**src/rtl/deblock_mode_decide.sv**
```systemverilog
module deblock_mode_decide #(
  parameter int PW         = 8,
  parameter int QW         = 5,
  parameter int BSW        = 3,
  parameter int TW         = 5,
  parameter int FLAT_DIFF  = 2,
  parameter int STRONG_CNT = 6,
  parameter int BS_STRONG  = 4
) (
  input  logic            clk,
  input  logic            rst_n,
  input  logic            in_valid,
  input  logic            post_mode,
  input  logic [BSW-1:0]  bs,
  input  logic [QW-1:0]   qp,
  input  logic [8*PW-1:0] pix,
  input  logic [PW-1:0]   alpha,
  input  logic [PW-1:0]   beta,
  output logic            out_valid,
  output logic [1:0]      mode,
  output logic [TW-1:0]   tc
);
  localparam logic [1:0] M_SKIP = 2'd0, M_WEAK = 2'd1, M_STRONG = 2'd2;

  function automatic logic [PW-1:0] absd(input logic [PW-1:0] a, input logic [PW-1:0] b);
    return (a > b) ? a - b : b - a;
  endfunction

  logic [PW-1:0] px [8];
  logic [6:0]    flat;

  for (genvar i = 0; i < 8; i++) begin : g_px
    assign px[i] = pix[i*PW +: PW];
  end
  for (genvar j = 0; j < 7; j++) begin : g_flat
    assign flat[j] = absd(px[j], px[j+1]) <= PW'(FLAT_DIFF);
  end

  logic [PW:0] edge_thr;
  logic        edge_ok, side_ok, is_flat;
  logic [3:0]  flat_cnt;

  assign edge_thr = post_mode ? ({1'b0, alpha} + (PW+1)'(qp)) : {1'b0, alpha};
  assign edge_ok  = {1'b0, absd(px[3], px[4])} < edge_thr;
  assign side_ok  = (absd(px[2], px[3]) < beta) && (absd(px[5], px[4]) < beta);
  assign flat_cnt = 4'($countones(flat));
  assign is_flat  = flat_cnt >= 4'(STRONG_CNT);

  logic [1:0]    mode_d;
  logic [TW-1:0] tc_d;

  always_comb begin
    mode_d = M_SKIP;
    tc_d   = '0;
    if (post_mode) begin
      if (edge_ok) begin
        mode_d = is_flat ? M_STRONG : M_WEAK;
        if (!is_flat) tc_d = TW'(qp >> 1);
      end
    end else if (bs != '0 && edge_ok && side_ok) begin
      if (bs >= BSW'(BS_STRONG)) begin
        mode_d = M_STRONG;
      end else begin
        mode_d = M_WEAK;
        tc_d   = TW'(bs) + TW'(qp >> 2);
      end
    end
  end

  always_ff @(posedge clk) begin
    if (!rst_n) begin
      out_valid <= 1'b0;
      mode      <= M_SKIP;
      tc        <= '0;
    end else begin
      out_valid <= in_valid;
      if (in_valid) begin
        mode <= mode_d;
        tc   <= tc_d;
      end
    end
  end


  a_r1_valid_delay: assert property (@(posedge clk) disable iff (!rst_n)
    out_valid == $past(in_valid));

  a_r2_mode_legal: assert property (@(posedge clk) disable iff (!rst_n)
    mode != 2'd3);

  a_r3_bs0_skip: assert property (@(posedge clk) disable iff (!rst_n)
    (in_valid && !post_mode && bs == '0) |=> mode == M_SKIP);

  a_r8_tc_zero: assert property (@(posedge clk) disable iff (!rst_n)
    (out_valid && mode != M_WEAK) |-> tc == '0);

  a_r10_hold: assert property (@(posedge clk) disable iff (!rst_n)
    !in_valid |=> ($stable(mode) && $stable(tc)));
endmodule

```
**config.mk**
```make
export PLATFORM = sky130hd
export DESIGN_NAME = deblock_mode_decide
export DESIGN_NICKNAME = d
export VERILOG_FILES = /design/src/rtl/deblock_mode_decide.sv
export SDC_FILE = /design/constraint.sdc
export NUM_CORES = 1
export LEC_CHECK = 0
export ABC_AREA = 1
export BUFFER_PORTS_ARGS = -buffer_cell sky130_fd_sc_hd__buf_4
export CAP_MARGIN = 20
export CORE_MARGIN = 2
export CORE_UTILIZATION = 55
export CTS_BUF_LIST = sky130_fd_sc_hd__clkbuf_8 sky130_fd_sc_hd__clkbuf_16
export DETAILED_ROUTE_END_ITERATION = 8
export GPL_TIMING_DRIVEN = 1
export PLACE_DENSITY = 0.85
export RECOVER_POWER = 100
export SLEW_MARGIN = 10
export SYNTH_ARGS = -nofsm -noshare
export SYNTH_HDL_FRONTEND = slang
export SYNTH_SLANG_ARGS = --single-unit
```
**constraint.sdc**
```tcl
create_clock -name clk -period 8.7 [get_ports clk]
set_clock_uncertainty 0.2 [all_clocks]
set_input_delay 2.61 -clock clk [delete_from_list [all_inputs] [get_ports clk]]
set_output_delay 2.61 -clock clk [all_outputs]
set_load 0.05 [all_outputs]
```
* Word-level counts from Yosys, hierarchy flattened
Cells that the tools add are included.
Widths: inputs -> output; s select.
** Operators by class
- Add/sub/neg operators :: 22
- Magnitude comparators :: 20
- Mux-type cells :: 19
- Reductions and logical operators :: 4
** Operators by type and width (count)
- $sub 8x8->8 :: 14
- $gt 8x8->1 :: 8
- $mux 8 :: 8
- $le 8x2->1 const B :: 7
- $lt 8x8->1 :: 2
- $mux 4 :: 4
- $mux 2 :: 5
- $add 8x5->9 :: 1
- $lt 8x9->1 :: 1
- $mux 9 :: 1
- $add 3x3->4 :: 2
- $add 1x1->2 :: 3
- $mux 5 :: 1
- $ge 4x3->1 const B :: 1
- $add 2x1->3 :: 1
- $add 2x2->3 :: 1
- $ge 3x3->1 const B :: 1
- $logic_and 1x1->1 :: 3
- $reduce_bool 3->1 :: 1
** Word-level totals
- Register bits after elaboration :: 8
- Input bits :: 92

* Depth between registers and ports, before layout
- Word-level depth :: 10
- Depth in mapped cells :: 31
- Depth with buffers taken out :: 31

* Least setup slack after synthesis
No wires, ideal clock.
- Kind :: input to register
- From :: in pix[8]
- To :: reg tc[2]
- Library setup time :: 0.118 ns
- Data arrival time :: 6.619 ns
- Required time :: 8.382 ns
- Slack :: 1.764 ns
- Stages :: 25
- Cell sequence :: inv_1 > ha_1 > fa_1 > o21ai_2 > nand2_1 > o211ai_2 > nand2_4 > o21ai_0 > nand3b_1 > a21oi_1 > fa_1 > inv_1 > fa_1 > inv_1 > ha_1 > o21ai_0 > nor2_1 > nand3_1 > nand2_1 > fa_1 > nand2_1 > nand4_1 > nand2_1 > nor2_1 > nor2_1
** On the way
- Cells in the longest elaborated chain, start to end :: 10
- Elaborated cells between the ends (all ways) :: 17
- Those cells by class :: add/sub: 7; order compare: 5; mux: 5
** RTL lines
- from (decl) :: RTL line 16 : input logic [8*PW-1:0] pix,
- $sub 8x8->8 / $gt 8x8->1 (equally long branches) :: RTL line 26 : return (a > b) ? a - b : b - a;
- $mux 8 :: RTL line 26
- $le 8x2->1 :: RTL line 36 : assign flat[j] = absd(px[j], px[j+1]) <= PW'(FLAT_DIFF);
- $add 1x1->2 (implied by the code) (*) :: RTL line 46 : assign flat_cnt = 4'($countones(flat));
- $add 2x2->3 (implied by the code) (*) :: RTL line 46
- $add 3x3->4 (implied by the code) (*) :: RTL line 46
- $ge 4x3->1 (*) :: RTL line 47 : assign is_flat = flat_cnt >= 4'(STRONG_CNT);
- $mux 4 (*) :: RTL line 58 : if (!is_flat) tc_d = TW'(qp >> 1);
- $mux 4 (*) :: RTL line 56 : if (edge_ok) begin
- $mux 5 (*) :: RTL line 55 : if (post_mode) begin
- to (signal assigned) :: RTL line 79 : tc <= tc_d;
- to (decl) :: RTL line 21 : output logic [TW-1:0] tc
Every way passes the cells marked *; elsewhere a longest branch is shown, timed or not.
A chain may end at the register's enable or synchronous reset.

* Final worst setup path
- From :: in pix[24]
- To :: reg tc[3]
** On the way
- Cells in the longest elaborated chain, start to end :: 10
- Elaborated cells between the ends (all ways) :: 23
- Those cells by class :: add/sub: 7; order compare: 7; mux: 6; reduce/logical: 3
** RTL lines (RTL line)
- $sub 8x8->8 / $gt 8x8->1 (equally long branches) :: 26
- $mux 8 :: 26
- $le 8x2->1 :: 36
- $add 1x1->2 (implied by the code) :: 46
- $add 2x2->3 (implied by the code) :: 46
- $add 3x3->4 (implied by the code) :: 46
- $ge 4x3->1 :: 47
- $mux 4 :: 58
- $mux 4 :: 56
- $mux 5 (*) :: 55
Marks and branches as above.

==> summary.md <==
| Metric | Value |
|---|---|
| Worst path max stage delay | 0.53 ns |
| # DRC | 0 |
| Period minus WS final | between 7 and 8 ns |
| Critical Path RT | approximately 8.6 ns |
| Tot Pwr | a little over 700 µW |
| Drt pass-1 iters | 5 |
| Slew @ Worst Pin | around 0.62 ns |
| Final Net Count | approximately 1400 |
| Int Pwr | roughly 320 µW |
| Register area share after synthesis | 2.02% |
| Routability congestion estimate | 1.03 |
| CTS tree | built |
| Crit path DAT | 7.39 ns |
| Layout filler cell count | ~1200 |
| Period utilization | between 80% and 90% |
| Share of layout cells above drive strength 1 | between 10% and 20% |
| FFs w/ async S/R, synth | 0% |
| Gate Count Post-Synth | approximately 1100 |
| Final Hold Viols | 0 |
| Synth unique cells | 51 |
| Postcts setup bufs | 0 |
| Layout area overhead | 11.2% |
| Path type of the worst setup path | input port to register |
| Aggregate global routing overflow | 0 |
| Root buffer cell | clkbuf_16 |
| Max cap viols | 0 |
| Worst hold margin | 0.313 ns |
| Switching pwr | about 380 µW |
| Clock Power Share | 10.9% |
| Hold_buf cts | 0 |
| Yosys reg bits | 7 |
| Max_slew headroom | 59.1% |
| CP Capture Type | register |
| PwrDens | 91.5 nW/µm² |
| Starting DRT DRC Count | 420 |
| Dpl cells | between 1000 and 1500 |
| Final antenna-violating net count | 0 |
| Chip Height | 116 µm |
| H-Tree Depth | 1 |
| Depth of the most critical reg-to-reg path | 2 |
| Setup TNS | 0 ns |
| Critical path's most frequent cell | nand2_1 |
| Synthesized area per cell | around 6.3 µm² |
| Sequential share of power | under 10% |
| Longest Clk Path Bufs | 2 |
| Pin count of the biggest net entering global routing | 15 |
| Fmax | 134 MHz |
| Die area | 13500 µm² |
| I/O pins | 100 |
| CTS clk-pin slew, worst paths | ~0.040 ns |
| # setup viols final | 0 |
| CP Launch Type | input port |
| Sw Ratio | approximately 54% |
| Die X | between 100 and 150 µm |
| Total Routing Usage GR | between 20 and 30% |
| Status | complete, no violations |
| Worst-skew pair later-pin latency | approximately 0.23 ns |
| Mapped cell area | 6920 µm² |
| RSZ-0062 raised after global routing | false |
| Crit-path slowest cell | fa_1 |
| Area of the core | between 10000 and 15000 µm² |
| Total number of vias | 7193 |
| Vias per cell | around 5.4 |
| Antenna diodes | 0 |
| Maximum vdd drop | ~0.000051 V |
| Worst-path maximum fanout | 8 |
| Initial antenna violation count | 0 |
| Comb pwr share | a little over four fifths |
| Post-synthesis net count | 1341 |
| Resize count post-CTS | 0 |
| Post-synth EDFFs | 0 |
| Post-synth top flop | dfxtp_1 |
| Max-slew violation count | 0 |
| First-pass GRT wire length | ~30000 µm |
| Clock sinks | 7 |
| CTS Buf Count | 3 |
| Cell row count | 40 |
| Vias in the first global route | between 6000 and 7000 |
| Post-route insts no fill | between 1000 and 1500 |
| WHS Path Cells | 2 |
| Drt total wl | about 18000 µm |
| Dpl hpwl | around 16000 µm |
| IO buf count | between 90 and 100 |
| Yosys warns | 0 |
| Leak Pwr | about 4.3 nW |
| Register Area | ~140 µm² |
| Area occupied by multi-input gates | 5900 µm² |
| WL/cell | roughly 14 µm |
| Initial Utilization | a little under three fifths |
| Worst Hold Class | register to register |
through the flow:
| stage | setup WS [ns] | area [µm²] | util, % |
|---|---|---|---|
| after floorplan | 1.76 | 6920 | - |
| after global placement | 1.42 | 7670 | 63.0 |
| after detailed placement | 1.30 | 7670 | 63.0 |
| after CTS | 1.46 | 7740 | 63.7 |
| after global routing | 0.760 | 7700 | 63.3 |
| final | 1.23 | 7700 | 63.3 |
Yosys cell counts (18+ instances only):
library cell    n  area [µm²]
o211ai_1       18         135
o21ai_1        18        90.1
inv_1         173         649
nand4_1        23         144
nor2_1         71         267
xor2_1         55         482
nand2_1       285        1070
ha_1          136        1700
o21ai_0        33         165
fa_1           19         380
a21oi_1        84         420
nand3_1        31         155
critical path, delay by kind of cell:
family | cells | cell delay, ns
AOI/OAI and AO/OA | 2 | 0.19
and+or+nand+nor | 17 | 1.51
adders and majority gates | 6 | 2.44
buffers and inverters | 7 | 0.61
registers in the layout, indices dropped and copies added (netlist names):
name	count
tc	4
out_valid	1
mode	2
placed cells by master, fill, tap and decap left out, types with 4 or more instances in the layout:
| cell | instances |
|---|---|
| nand3_1 | 31 |
| o21ai_0 | 33 |
| dfxtp_1 | 7 |
| a21oi_2 | 8 |
| inv_2 | 4 |
| fa_1 | 19 |
| o21ai_2 | 5 |
| o221ai_1 | 4 |
| o21ai_1 | 18 |
| nand4_1 | 23 |
| ha_1 | 136 |
| o2111ai_1 | 8 |
| nand3b_1 | 6 |
| or2_2 | 9 |
| xor2_1 | 55 |
| buf_4 | 89 |
| clkbuf_1 | 9 |
| inv_1 | 175 |
| o211ai_1 | 19 |
| nand2_2 | 9 |
| a21oi_1 | 84 |
| nor2_1 | 71 |
| nand2_1 | 286 |
| xnor2_1 | 17 |
power groups by stage:
stage | sequential (mW) | combinational, mW | clock [mW]
global route | 0.0362 | 0.672 | 0.0803
global placement | 0.0364 | 0.578 | 0
finish | 0.0359 | 0.592 | 0.0766
CTS | 0.0360 | 0.592 | 0.0775
floorplan | 0.0451 | 0.440 | 0
detailed placement | 0.0364 | 0.589 | 0
worst paths after layout:
kind	from	end	slack, ns
worst max-delay path	pix[24]	tc[3]	1.23
worst min-delay path	tc[2]	tc[2]	0.31
worst max register to register	mode[0]	mode[0]	7.85
worst min register to register	tc[2]	tc[2]	0.31
logic make-up (layout without fill, tap and decap cells):
| group | Yosys count | after routing | synth area share (%) |
|---|---|---|---|
| AND/OR/NAND/NOR | 449 | 449 | 27.8 |
| buffers and inverters | 208 | 280 | 12.6 |
| AO/OA/AOI/OAI | 201 | 201 | 18.2 |
| adder cells (fa/ha/maj) | 155 | 155 | 30.1 |
| XOR/XNOR | 72 | 72 | 9.11 |
| flip-flops | 7 | 7 | 2.02 |
| other | 1 | 1 | 0.0542 |
| multiplexers | 1 | 1 | 0.145 |
layout make-up:
class	count	share of cell area (%)
Inverter	178	8.68
Multi-Input combinational cell	879	76.6
Clock buffer	3	0.975
Sequential cell	7	1.82
Clock inverter	1	0.0488
Tap cell	168	2.73
Timing Repair Buffer	98	9.12
routing by layer:
layer / vias up / wire length, µm / global-route usage, %
met4: 0 / 610 / 9.29
met1: 3213 / 8050 / 34.6
met5: - / 0 / 0
li1: 3676 / - / -
met3: 46 / 1050 / 2.13
met2: 258 / 8420 / 47.8
Note: power is estimated with default switching activity, not from simulation.
